File: src/rtl/pexp_pkg.sv
// Shared constants and the engine state type.
// Assumes a byte-oriented two-wire bus with 7-bit device addressing.
package pexp_pkg;
    localparam int BYTE_W = 8;
    localparam int HI_W   = 3;
    localparam int LOW_W  = 4;

    typedef enum logic [2:0] {
        ST_IDLE,   // stopped, waiting for START
        ST_ADDR,   // receiving address + direction
        ST_AACK,   // driving address acknowledge
        ST_WDATA,  // receiving a write byte
        ST_WACK,   // driving write-byte acknowledge
        ST_RDATA,  // sending a read byte
        ST_RACK,   // sampling master acknowledge
        ST_WAIT    // ignoring the bus until START or STOP
    } state_t;
endpackage

File: src/rtl/pexp_line_sync.sv
// Synchronises the bus clock and data lines into the system clock and
// derives clock edges and START/STOP conditions from the synchronised
// levels. Assumes STAGES >= 2 and a system clock well above the bus rate.
module pexp_line_sync #(
    parameter int STAGES = 2
) (
    input  logic clk,
    input  logic rst_n,
    input  logic scl_in,
    input  logic sda_in,
    output logic sda_lvl,
    output logic scl_rise,
    output logic scl_fall,
    output logic start_det,
    output logic stop_det
);
    localparam int LINES = 2;  // index 0 = clock line, 1 = data line

    logic [LINES-1:0] raw;
    logic [LINES-1:0] lvl;
    logic [LINES-1:0] lvl_q;

    assign raw = {sda_in, scl_in};

    for (genvar g = 0; g < LINES; g++) begin : g_line
        logic [STAGES-1:0] chain;
        // Shift the raw level through the synchroniser chain; idle bus is high.
        always_ff @(posedge clk) begin
            if (!rst_n) chain <= '1;
            else        chain <= {chain[STAGES-2:0], raw[g]};
        end
        assign lvl[g] = chain[STAGES-1];
    end

    // Hold the previous synchronised levels for edge detection.
    always_ff @(posedge clk) begin
        if (!rst_n) lvl_q <= '1;
        else        lvl_q <= lvl;
    end

    assign sda_lvl   = lvl[1];
    assign scl_rise  =  lvl[0] & ~lvl_q[0];
    assign scl_fall  = ~lvl[0] &  lvl_q[0];
    assign start_det =  lvl[0] &  lvl_q[0] &  lvl_q[1] & ~lvl[1];
    assign stop_det  =  lvl[0] &  lvl_q[0] & ~lvl_q[1] &  lvl[1];
endmodule

File: src/rtl/pexp_rx_shift.sv
// Receive shift register with a saturating bit counter. Shifts MSB first
// on each bus clock rising edge; full flags that W bits have arrived.
module pexp_rx_shift #(
    parameter int W = 8
) (
    input  logic         clk,
    input  logic         rst_n,
    input  logic         clr,
    input  logic         shift_en,
    input  logic         bit_in,
    output logic [W-1:0] data,
    output logic         full
);
    localparam int CW = $clog2(W + 2);
    localparam logic [CW-1:0] CMAX = CW'(W + 1);

    logic [CW-1:0] cnt;

    // Count received bits, saturating just past a full byte.
    always_ff @(posedge clk) begin
        if (!rst_n || clr)              cnt <= '0;
        else if (shift_en && cnt != CMAX) cnt <= cnt + 1'b1;
    end

    // Collect bits MSB first.
    always_ff @(posedge clk) begin
        if (!rst_n)        data <= '0;
        else if (shift_en) data <= {data[W-2:0], bit_in};
    end

    assign full = (cnt == CW'(W));
endmodule

File: src/rtl/pexp_i2c_engine.sv
// Slave engine of an 8-bit open-drain port expander. Matches the device
// address, loads written bytes into the port register, and answers reads
// with alternating port-level and flag bytes. Assumes clk >= 8x bus rate;
// abort_n is synchronous to clk.
module pexp_i2c_engine
    import pexp_pkg::*;
#(
    parameter int                SYNC_STAGES = 2,
    parameter logic [BYTE_W-1:0] PORT_INIT   = 8'hFF,
    parameter logic [HI_W-1:0]   ADDR_HI     = 3'b110
) (
    input  logic              clk,
    input  logic              rst_n,
    input  logic              abort_n,
    input  logic              scl_in,
    input  logic              sda_in,
    output logic              sda_oe,
    input  logic [LOW_W-1:0]  addr_low,
    input  logic [BYTE_W-1:0] port_in,
    input  logic [BYTE_W-1:0] flags_in,
    output logic [BYTE_W-1:0] port_out,
    output logic              snap_stb
);
    state_t            state;
    logic              sda_lvl, scl_rise, scl_fall, start_det, stop_det;
    logic [BYTE_W-1:0] rx_byte;
    logic              rx_full;
    logic              rx_clr;
    logic [BYTE_W-1:0] tx_sr;
    logic [BYTE_W-1:0] flag_hold;
    logic              rd_dir;
    logic              send_flag;
    logic              nack;

    pexp_line_sync #(.STAGES(SYNC_STAGES)) u_sync (
        .clk(clk), .rst_n(rst_n), .scl_in(scl_in), .sda_in(sda_in),
        .sda_lvl(sda_lvl), .scl_rise(scl_rise), .scl_fall(scl_fall),
        .start_det(start_det), .stop_det(stop_det)
    );

    // Restart the bit count on START and at the end of each acknowledge clock.
    assign rx_clr = start_det ||
                    (scl_fall && (state == ST_AACK || state == ST_WACK || state == ST_RACK));

    pexp_rx_shift #(.W(BYTE_W)) u_rx (
        .clk(clk), .rst_n(rst_n), .clr(rx_clr), .shift_en(scl_rise),
        .bit_in(sda_lvl), .data(rx_byte), .full(rx_full)
    );

    // Transaction sequencer: address match, acknowledge, write and read paths.
    always_ff @(posedge clk) begin
        if (!rst_n) begin
            state     <= ST_IDLE;
            sda_oe    <= 1'b0;
            port_out  <= PORT_INIT;
            tx_sr     <= '0;
            flag_hold <= '0;
            snap_stb  <= 1'b0;
            rd_dir    <= 1'b0;
            send_flag <= 1'b0;
            nack      <= 1'b0;
        end else begin
            snap_stb <= 1'b0;
            if (!abort_n) begin
                state  <= ST_IDLE;
                sda_oe <= 1'b0;
            end else if (start_det) begin
                state  <= ST_ADDR;
                sda_oe <= 1'b0;
            end else if (stop_det) begin
                state  <= ST_IDLE;
                sda_oe <= 1'b0;
            end else begin
                case (state)
                    ST_ADDR: begin
                        if (scl_fall && rx_full) begin
                            if (rx_byte[BYTE_W-1:1] == {ADDR_HI, addr_low}) begin
                                rd_dir <= rx_byte[0];
                                sda_oe <= 1'b1;
                                state  <= ST_AACK;
                            end else begin
                                state <= ST_WAIT;
                            end
                        end
                    end
                    ST_AACK: begin
                        if (scl_rise) begin
                            snap_stb  <= 1'b1;
                            tx_sr     <= port_in;
                            flag_hold <= flags_in;
                        end else if (scl_fall) begin
                            send_flag <= 1'b0;
                            if (rd_dir) begin
                                sda_oe <= ~tx_sr[BYTE_W-1];
                                state  <= ST_RDATA;
                            end else begin
                                sda_oe <= 1'b0;
                                state  <= ST_WDATA;
                            end
                        end
                    end
                    ST_WDATA: begin
                        if (scl_fall && rx_full) begin
                            port_out <= rx_byte;
                            sda_oe   <= 1'b1;
                            state    <= ST_WACK;
                        end
                    end
                    ST_WACK: begin
                        if (scl_fall) begin
                            sda_oe <= 1'b0;
                            state  <= ST_WDATA;
                        end
                    end
                    ST_RDATA: begin
                        if (scl_fall) begin
                            if (rx_full) begin
                                sda_oe <= 1'b0;
                                state  <= ST_RACK;
                            end else begin
                                tx_sr  <= {tx_sr[BYTE_W-2:0], 1'b0};
                                sda_oe <= ~tx_sr[BYTE_W-2];
                            end
                        end
                    end
                    ST_RACK: begin
                        if (scl_rise) begin
                            nack <= sda_lvl;
                            if (!sda_lvl) begin
                                if (send_flag) begin
                                    snap_stb  <= 1'b1;
                                    tx_sr     <= port_in;
                                    flag_hold <= flags_in;
                                end else begin
                                    tx_sr <= flag_hold;
                                end
                            end
                        end else if (scl_fall) begin
                            if (nack) begin
                                state <= ST_WAIT;
                            end else begin
                                send_flag <= ~send_flag;
                                sda_oe    <= ~tx_sr[BYTE_W-1];
                                state     <= ST_RDATA;
                            end
                        end
                    end
                    ST_IDLE, ST_WAIT: ;
                    default: state <= ST_IDLE;
                endcase
            end
        end
    end
endmodule

File: config.mk
export PLATFORM = sky130hd
export DESIGN_NAME = pexp_i2c_engine
export DESIGN_NICKNAME = d
export VERILOG_FILES = /design/src/rtl/pexp_pkg.sv /design/src/rtl/pexp_line_sync.sv /design/src/rtl/pexp_rx_shift.sv /design/src/rtl/pexp_i2c_engine.sv
export SDC_FILE = /design/constraint.sdc
export NUM_CORES = 1
export LEC_CHECK = 0
export BUFFER_PORTS_ARGS = -buffer_cell sky130_fd_sc_hd__buf_4
export CORE_ASPECT_RATIO = 1.5
export CORE_MARGIN = 2
export CORE_UTILIZATION = 43
export CTS_CLUSTER_SIZE = 14
export DETAILED_ROUTE_END_ITERATION = 10
export PLACE_DENSITY_LB_ADDON = 0.3
export RECOVER_POWER = 25
export SLEW_MARGIN = 20
export SYNTH_ARGS = -nofsm -noshare
export SYNTH_HDL_FRONTEND = slang
export SYNTH_SLANG_ARGS = --single-unit
export TNS_END_PERCENT = 30
File: constraint.sdc
create_clock -name clk -period 2.67 [get_ports clk]
set_input_delay 0.1335 -clock clk [delete_from_list [all_inputs] [get_ports clk]]
set_output_delay 0.1335 -clock clk [all_outputs]
set_load 0.05 [all_outputs]
; ---- Word level (Yosys, flattened, before mapping)
; Index checks and enable logic that the tools add are counted.
[totals]
inputBits = 25
output_inout_bits = 10
reg_bits = 50
[classes]
n_eq_ne = 34
n_bitwise = 18
reduce_logical = 23
addsub = 1
muxes = 50
[op_table]
columns = cell, count
row1 = $mux W8, 10
row2 = $ne A4 B4 Y1 const B, 10
row3 = $mux W3, 11
row4 = $ne A2 B2 Y1 const B, 14
row5 = $pmux W8 S3, 1
row6 = $mux W1, 22
row7 = $reduce_and A10 Y1, 2
row8 = $pmux W3 S6, 1
row9 = $reduce_and A9 Y1, 2
row10 = $pmux W8 S2, 1
row11 = $not A1 Y1, 11
row12 = $reduce_and A11 Y1, 1
row13 = $reduce_and A5 Y1, 2
row14 = $eq A3 B3 Y1 const B, 3
row15 = $reduce_and A8 Y1, 1
row16 = $reduce_bool A8 Y1, 1
row17 = $and A1 B1 Y1, 7
row18 = $eq A7 B7 Y1, 1
row19 = $eq A3 B2 Y1 const B, 2
row20 = $pmux W1 S6, 1
row21 = $reduce_and A6 Y1, 1
row22 = $reduce_bool A6 Y1, 1
row23 = $add A4 B1 Y4 const B, 1
row24 = $eq A4 B4 Y1 const B, 1
row25 = other kinds (11), 18

; ---- Longest topological paths before layout
; Gate-level depths: netlist of run 1.
[depth]
ltp_word = 7
ltp_mapped = 8

; ---- By module
; From an unflattened synthesis of run 1, not the netlist that was laid out.
[hier_totals]
cells_unflattened = 258
area_unflattened_um2 = 2403.6
[modules_own_cells]
columns = module, cells_per_inst, instances, area_per_inst_um2, seq_area_each_um2
row1 = pexp_i2c_engine, 191, 1, 1646.6, 640.6
row2 = pexp_rx_shift, 51, 1, 566.8, 240.2
row3 = pexp_line_sync, 16, 1, 190.2, 120.1

; ---- Worst setup path after synthesis of run 1
; Ideal clock, no wire load.
[synth_path]
kind = register to register
start = register u_rx.cnt[0]
end = register tx_sr[1]
setup_ns = 0.117
arrival_ns = 1.568
path_buffers = 1
t_required_ns = 2.553
path_stages_with_launch = 9
path_slack_ns = 0.985
period_less_slack_ns = 1.685
cell_sequence = dfxtp_1 > inv_1 > ha_1 > nand3b_1 > a31oi_2 > a211oi_2 > nor2b_1 > buf_6 > a22o_1
[synth_between]
elab_chain_len = 3
[synth_rtl]
columns = element, line
row1 = "start, declared", pexp_rx_shift.sv:17  ; logic [CW-1:0] cnt;
row2 = "start signal, assigned", pexp_rx_shift.sv:22  ; else if (shift_en && cnt != CMAX) cnt <= cnt + 1'b1;
row3 = $eq A4 B4 Y1, pexp_rx_shift.sv:31  ; assign full = (cnt == CW'(W));
row4 = $ne A2 B2 Y1 (no source line), -
row5 = $reduce_and A9 Y1 (no source line), -
row6 = "end signal, assigned", pexp_i2c_engine.sv:89  ; tx_sr <= port_in;
row7 = "end signal, assigned", pexp_i2c_engine.sv:121  ; tx_sr <= {tx_sr[BYTE_W-2:0], 1'b0};
row8 = "end signal, assigned", pexp_i2c_engine.sv:132  ; tx_sr <= port_in;
row9 = "end, declared", pexp_i2c_engine.sv:29  ; logic [BYTE_W-1:0] tx_sr;
; Every way passes these cells.
; A chain may end at the register's enable or synchronous reset.

; ---- Worst setup path after layout of run 1
[layout_path]
start = register state[0]
end = register flag_hold[7]
[layout_between]
elab_chain_len = 3
word_cells_on_any_way = 9
[layout_rtl]
columns = element, line
row1 = "start, declared", pexp_i2c_engine.sv:24  ; state_t state;
row2 = "start signal, assigned", pexp_i2c_engine.sv:53  ; state <= ST_IDLE;
row3 = "start signal, assigned", pexp_i2c_engine.sv:65  ; state <= ST_IDLE;
row4 = "start signal, assigned", pexp_i2c_engine.sv:68  ; state <= ST_ADDR;
row5 = $eq A3 B3 Y1 / $eq A3 B2 Y1 (equally long branches), pexp_i2c_engine.sv:74  ; case (state)
row6 = "$ne A2 B2 Y1 (no source line), or another cell as far along", -
row7 = $reduce_and A8 Y1 (no source line), -
row8 = "end signal, assigned", pexp_i2c_engine.sv:90  ; flag_hold <= flags_in;
row9 = "end signal, assigned", pexp_i2c_engine.sv:133  ; flag_hold <= flags_in;
row10 = "end, declared", pexp_i2c_engine.sv:30  ; logic [BYTE_W-1:0] flag_hold;
; Parallel ways exist; a longest one is shown, timed or not.

==> summary.md, run 1 <==
| Metric | Value |
|---|---|
| Synth Instances | 284 |
| Synth area leaders | dfxtp_1, mux2i_1, nand2_1, nor2_1, o21ai_0 |
| CTS root buffer | clkbuf_8 |
| Max-Cap Viols | 0 |
| Area Overhead vs Synth | 14.1% |
| Initial antenna violation count | 0 |
| IO Count | 35 |
| Clk sink count | 50 |
| Drt via density | 5.37 |
| Crit-path leading delay family | simple AND/OR/NAND/NOR gates |
| CORE AREA | 5450 um2 |
| Critical path buffer and inverter count | 1 |
| Tot Pwr | 1.26 mW |
| Min-delay worst type | in2reg |
| Ys async rst share | 0 |
| Unique cell type count in the Yosys netlist | 44 |
| Critical path class | reg2reg |
| Worst Tran Pin Value | 0.629 ns |
| Yosys warns | 0 |
| Placement Setup Slack | 0.670 ns |
| Placed standard-cell area | 2730 um2 |
| GRT Residual Overflow | 0 |
| Slew HR | 0.580 |
| Via count | 2050 |
| Iter 0 DRT Violations | 90 |
| Final Util | 0.509 |
| Synthesized flop and latch total | 50 |
| Most frequent cells after synthesis | dfxtp_1, nand2_1, nor2_1 |
| RSZ-0062 raised after global routing | false |
| Clk Latency, worst-skew pair | 0.30 ns |
| Final setup viols | 0 |
| # rows | 33 |
| # diodes | 0 |
| Syn_nets | 312 |
| CP max stage delay | 0.67 ns |
| Clk_skew | 0.00629 ns |
| Crit path launch type | flop |
| Final WS setup | 0.669 ns |
| H-tree Lvls | 2 |
| Post-synthesis sequential area ratio | 0.412 |
| HPWL after DPL | 3780 um |
| Die W | 65.4 um |
| Remaining DRCs | 0 |
| Layout cells sized above 1 | 0.135 |
| Peak VDD IR | 0.000351 V |
| DRT Pass-1 Iters | 4 |
| Largest net degree at the start of global routing | 40 |
| Critical-path cell list | nor4bb_2, buf_4, nand3b_1, nor2_2, nand2_1, a21boi_1 |
| Avg Inst Size Synth | 8.56 um2 |
| GP Congestion | 0.882 |
| Number of hold buffers added after CTS | 0 |
| Status | finished clean |
| Power per cell area | 455 nW/um2 |
| Placed Instances | 375 |
| Routed length per instance | 13.4 um |
| Synth top area share | 0.412 |
| Non-Filler Instances | 382 |
| EDFF count, synth | 0 |
| Global-route wire length before repair | 8650 um |
| Final #Nets | 340 |
| WHS | 0.00517 ns |
| Yosys top cell by area | dfxtp_1 |
| Period utilization | 0.750 |
| Crit end category | flop |
| Setup TNS | 0 ns |
| Top_reg_cell synth | dfxtp_1 |
| Crit path max fanout | 17 |
| All-Layer GR Usage | 0.179 |
| Routed WL | 5120 um |
| Postcts setup bufs | 0 |
| CTS clk-pin slew, worst paths | 0.09 ns |
| CTS Buf Count | 5 |
| Post-route ant nets | 0 |
| Initial core utilization | 0.446 |
| Slowest CP cell | dfxtp_1 |
| Final Max Tran Viols | 0 |
| Fin area | 2770 um2 |
| Number of global-route vias before repair | 1927 |
| Most common cell in the synthesized netlist | dfxtp_1 |
| Critical path arrival | 2.25 ns |
| Maximum clock frequency | 500 MHz |
| Min cycle time layout | 2.00 ns |
| Area of the die | 6280 um2 |
| CTS tree | done |
| Clk buf depth | 2 |
| Pleak | 1.09 nW |
| CTS-repair resized insts | 0 |
| Synth Cell Area | 2430 um2 |
| Required @ worst endpoint | 2.91 ns |
| Fin. Hold Viols | 0 |
| Die height | 96.1 um |
| IO buf count | 34 |
## registers in the layout (all words and copies together), names as in the netlist
register	flops
flag_hold	8
nack	1
u_sync.lvl_q	2
tx_sr	8
sda_oe	1
u_sync.g_line.chain	4
port_out	8
snap_stb	1
rd_dir	1
u_rx.cnt	4
u_rx.data	8
send_flag	1
state	3
## path summary, 6_finish.rpt
check	startpoint	end	slack, ns	cells after the start
setup / recovery	state[0]	flag_hold[7]	0.67	6
hold / removal	scl_in	u_sync.g_line[0].chain[0]	0.005	2
setup reg to reg	state[0]	flag_hold[7]	0.67	6
hold reg to reg	u_sync.g_line[1].chain[0]	u_sync.g_line[1].chain[1]	0.41	1
## placed cells by master, fill, tap and decap left out, types with 2 or more instances in the layout
| master | n |
|---|---|
| clkbuf_1 | 11 |
| a21boi_1 | 8 |
| nand4b_1 | 3 |
| clkbuf_8 | 5 |
| nand2_1 | 47 |
| o31ai_1 | 2 |
| a211oi_1 | 2 |
| a21oi_1 | 12 |
| xor2_1 | 5 |
| a31oi_1 | 2 |
| nand2b_1 | 8 |
| nand3_1 | 4 |
| nor2b_1 | 7 |
| dfxtp_1 | 50 |
| a211oi_2 | 2 |
| inv_1 | 10 |
| nor3_1 | 4 |
| xnor2_1 | 3 |
| a22o_1 | 8 |
| ha_1 | 3 |
| o21ai_0 | 15 |
| nor2_1 | 20 |
| nand3b_1 | 3 |
| buf_4 | 28 |
| o211ai_1 | 5 |
| mux2i_1 | 19 |
| a21boi_0 | 8 |
## metal layers
metal,track usage,wire (um),up-vias
li1,-,-,1047
met1,0.191,2080,957
met2,0.340,2750,39
met3,0.0409,210,7
met4,0.0625,87,0
met5,0,0,-
## cell families after synthesis
group           after synthesis  synth area share
simple gates                103             0.205
compound gates               74             0.213
flops                        50             0.412
buf+inv                      27            0.0479
mux                          19            0.0782
xor+xnor                      8            0.0288
fa+ha+maj                     3            0.0154
## where the power goes
part	leakage (nW)	internal, mW	switching, mW
registers	0.404	0.750	0.00513
clock network	0.0373	0.180	0.242
logic	0.645	0.0425	0.0416
total	1.09	0.972	0.289
## final cells by class
cell class | count | area, um2
Tap cell | 70 | 87.6
Clock inverter | 1 | 7.51
Sequential cell | 50 | 1000
Inverter | 10 | 37.5
Clock buffer | 6 | 72.6
Multi-Input combinational cell | 207 | 1320
Fill cell | 572 | 2680
Timing Repair Buffer | 38 | 248
(Power assumes the default switching activity.)
==> run 2: changes to the inputs <==
--- a/config.mk
+++ b/config.mk
@@ -5,6 +5,7 @@
 export SDC_FILE = /design/constraint.sdc
 export NUM_CORES = 1
 export LEC_CHECK = 0
+export ABC_AREA = 1
 export BUFFER_PORTS_ARGS = -buffer_cell sky130_fd_sc_hd__buf_4
 export CORE_ASPECT_RATIO = 1.5
 export CORE_MARGIN = 2
==> constraint.sdc (replaced) <==
create_clock -name clk -period 1.7 [get_ports clk]
set_input_delay 0.085 -clock clk [delete_from_list [all_inputs] [get_ports clk]]
set_output_delay 0.085 -clock clk [all_outputs]
set_load 0.05 [all_outputs]
==> run 2 against run 1 <==
Compared with the run above: clock power grew 64%; setup slack lost 0.59 ns; routed wire length grew 26%; final cell count increased by 36%; highest routed layer unchanged.
==> summary.md, run 2 <==
| Metric | Value |
|---|---|
| Status | finished clean |
| Placed standard-cell area | 3060 um2 (+12%) |
| Routed length per instance | 12.4 um (-7.2%) |
| Remaining DRCs | 0 (unchanged) |
| Power per cell area | 646 nW/um2 (+42%) |
| Crit path max fanout | 8 (-9) |
| # rows | 35 (+6.1%) |
| Min-delay worst type | in2reg |
| DRT Pass-1 Iters | 4 (unchanged) |
| Area Overhead vs Synth | 20.7% |
| Min cycle time layout | 1.62 ns (-0.382 ns) |
| Initial antenna violation count | 0 (unchanged) |
| Number of global-route vias before repair | 2625 (+36%) |
| CTS clk-pin slew, worst paths | 0.09 ns (about the same) |
| Pleak | 1.52 nW (+40%) |
| CTS Buf Count | 5 (unchanged) |
| GRT Residual Overflow | 0 (unchanged) |
| Syn_nets | 425 (+36%) |
| Fin. Hold Viols | 0 (unchanged) |
| Multi-input gate area | 1420 um2 (+7.2%) |
| Via count | 2648 (+29%) |
| Global-route wire length before repair | 11300 um (+30%) |
| Drt via density | 5.09 (-5.1%) |
| Synth Instances | 397 (+40%) |
| Commonest cells after routing, fill and taps aside | nand2_1, inv_1, dfxtp_1 |
| Final Max Tran Viols | 0 (unchanged) |
| Synth area leaders | dfxtp_1, nand2_1, inv_1, nor2_1, nand3_1 |
| Required @ worst endpoint | 1.91 ns (-1.00 ns) |
| Ys async rst share | 0 (unchanged) |
| Die height | 101 um (+4.9%) |
| Post-synthesis sequential area ratio | 0.373 (-0.0388) |
| Die W | 68.5 um (+4.8%) |
| # diodes | 0 (unchanged) |
| Avg Inst Size Synth | 6.76 um2 (-21%) |
| Layout cells sized above 1 | 0.202 (+0.0672) |
| Synth top area share | 0.373 (-0.0388) |
| H-tree Lvls | 2 (unchanged) |
| IO Count | 35 (unchanged) |
| Commonest non-fill, non-tap cell in the layout | nand2_1 |
| Area of the die | 6900 um2 (+9.8%) |
| CTS root buffer | clkbuf_8 |
| Routed WL | 6470 um (+26%) |
| Placement Setup Slack | -0.0714 ns (-0.742 ns) |
| Yosys warns | 0 (unchanged) |
| Final #Nets | 474 (+39%) |
| Clk Latency, worst-skew pair | 0.30 ns (about the same) |
| Period utilization | 0.953 (+0.203) |
| Fin area | 3240 um2 (+17%) |
| Synth Cell Area | 2680 um2 (+10%) |
| Max-Cap Viols | 0 (unchanged) |
| Setup TNS | 0 ns (unchanged) |
| Non-Filler Instances | 520 (+36%) |
| Fill cell count | 613 (+7.2%) |
| Crit path launch type | flop |
| Final setup viols | 0 (unchanged) |
| Critical path arrival | 1.83 ns (-0.42 ns) |
| CORE AREA | 6090 um2 (+12%) |
| IO buf count | 34 (unchanged) |
| Final WS setup | 0.0802 ns (-0.588 ns) |
| Unique cell type count in the Yosys netlist | 36 (-18%) |
| RSZ-0062 raised after global routing | true |
| Iter 0 DRT Violations | 118 (+31%) |
| Crit end category | flop |
| Tot Pwr | 2.09 mW (+66%) |
| Synthesized flop and latch total | 50 (unchanged) |
| Yosys top cell by area | dfxtp_1 |
| EDFF count, synth | 0 (unchanged) |
| Largest net degree at the start of global routing | 32 (-20%) |
| Critical path class | reg2reg |
| Worst Tran Pin Value | 0.635 ns (+0.00568 ns) |
| Most frequent cells after synthesis | nand2_1, inv_1, dfxtp_1 |
| Post-route ant nets | 0 (unchanged) |
| Initial core utilization | 0.441 (-0.00515) |
| FF+latch area | 1000 um2 (+0.25%) |
| GP Congestion | 0.920 (+4.3%) |
| CTS tree | done |
| Clk_skew | 0.00233 ns (-0.00396 ns) |
| Placed Instances | 506 (+35%) |
| Clk buf depth | 2 (unchanged) |
| Most common cell in the synthesized netlist | nand2_1 |
| Peak VDD IR | 0.000369 V (+5.3%) |
| Slew HR | 0.577 (-0.00292) |
| All-Layer GR Usage | 0.212 (+0.0332) |
| Clk sink count | 50 (unchanged) |
| Maximum clock frequency | 617 MHz (+24%) |
| Top_reg_cell synth | dfxtp_1 |
| HPWL after DPL | 4770 um (+26%) |
run 2: cell types whose count changed after synthesis, moves of 19 or more:
cell     before  now
inv_1        10   59
nand3_1       4   33
nor2_1       20   45
mux2i_1      19    0
nand2_1      47   94
run 2: cells by family after synthesis:
kind of cell | after synthesis | share of synthesized area
xor+xnor | 2 | 0.00653
buf+inv | 76 | 0.118
compound gates | 64 | 0.148
flops | 50 | 0.373
fa+ha+maj | 3 | 0.0140
simple gates | 202 | 0.340
run 2: power breakdown:
group          switching [mW]  internal, mW  leakage [nW]
clock                   0.409         0.285        0.0444
sequential            0.00978          1.19         0.406
combinational           0.111        0.0940          1.07
total                   0.530          1.57          1.52
run 2: final timing paths:
check                            start                         to  slack, ns  depth (start not counted)
max                           state[1]                   state[0]       0.08                          9
min                        flags_in[7]               flag_hold[7]       0.09                          5
max reg2reg                   state[1]                   state[0]       0.08                          9
min reg2reg  u_sync.g_line[0].chain[0]  u_sync.g_line[0].chain[1]       0.43                          1
run 2: what timing repair did:
item / 4_1_cts / 5_1_grt
resized for setup: 4 / 12
pin swaps: 1 / 3
setup endpoints to repair: 18 / 29
buffers inserted: 1 / 4
hold buffers: 2 / 0
cloned: 0 / 0
hold endpoints to repair: 2 / 0
run 2: critical path, stage by stage, from the launching register on:
cell     delay (ns)
dfxtp_1        0.33
buf_4          0.18
o21ai_1        0.31
nand3_1        0.14
nand3_1        0.25
nand3_1        0.12
nand2_1        0.08
inv_1          0.04
nand2_1        0.05
inv_1          0.03
run 2: area by class of cell:
class / instances / share of cell area
clock buffer: 5 / 0.0212
clock inverter: 2 / 0.00425
inverter: 63 / 0.0730
multi-input combinational: 271 / 0.437
sequential: 50 / 0.310
tap: 74 / 0.0286
timing repair buffer: 55 / 0.127
run 2: per-stage QoR:
step / util / hold slack (ns)
detailed placement: 0.502 / 0.278
floorplan: - / 0.192
CTS: 0.524 / 0.0984
global placement: 0.502 / 0.273
finish: 0.532 / 0.0946
global route: 0.532 / 0.131
run 2: layer usage:
layer | routed length, um | vias to the layer above | track usage | part of all wire
met2 | 3330 | 72 | 0.369 | 0.51
li1 | - | 1358 | - | -
met1 | 2630 | 1193 | 0.235 | 0.41
met3 | 230 | 25 | 0.0313 | 0.036
met5 | 0 | - | 0 | 0
met4 | 288 | 0 | 0.126 | 0.045
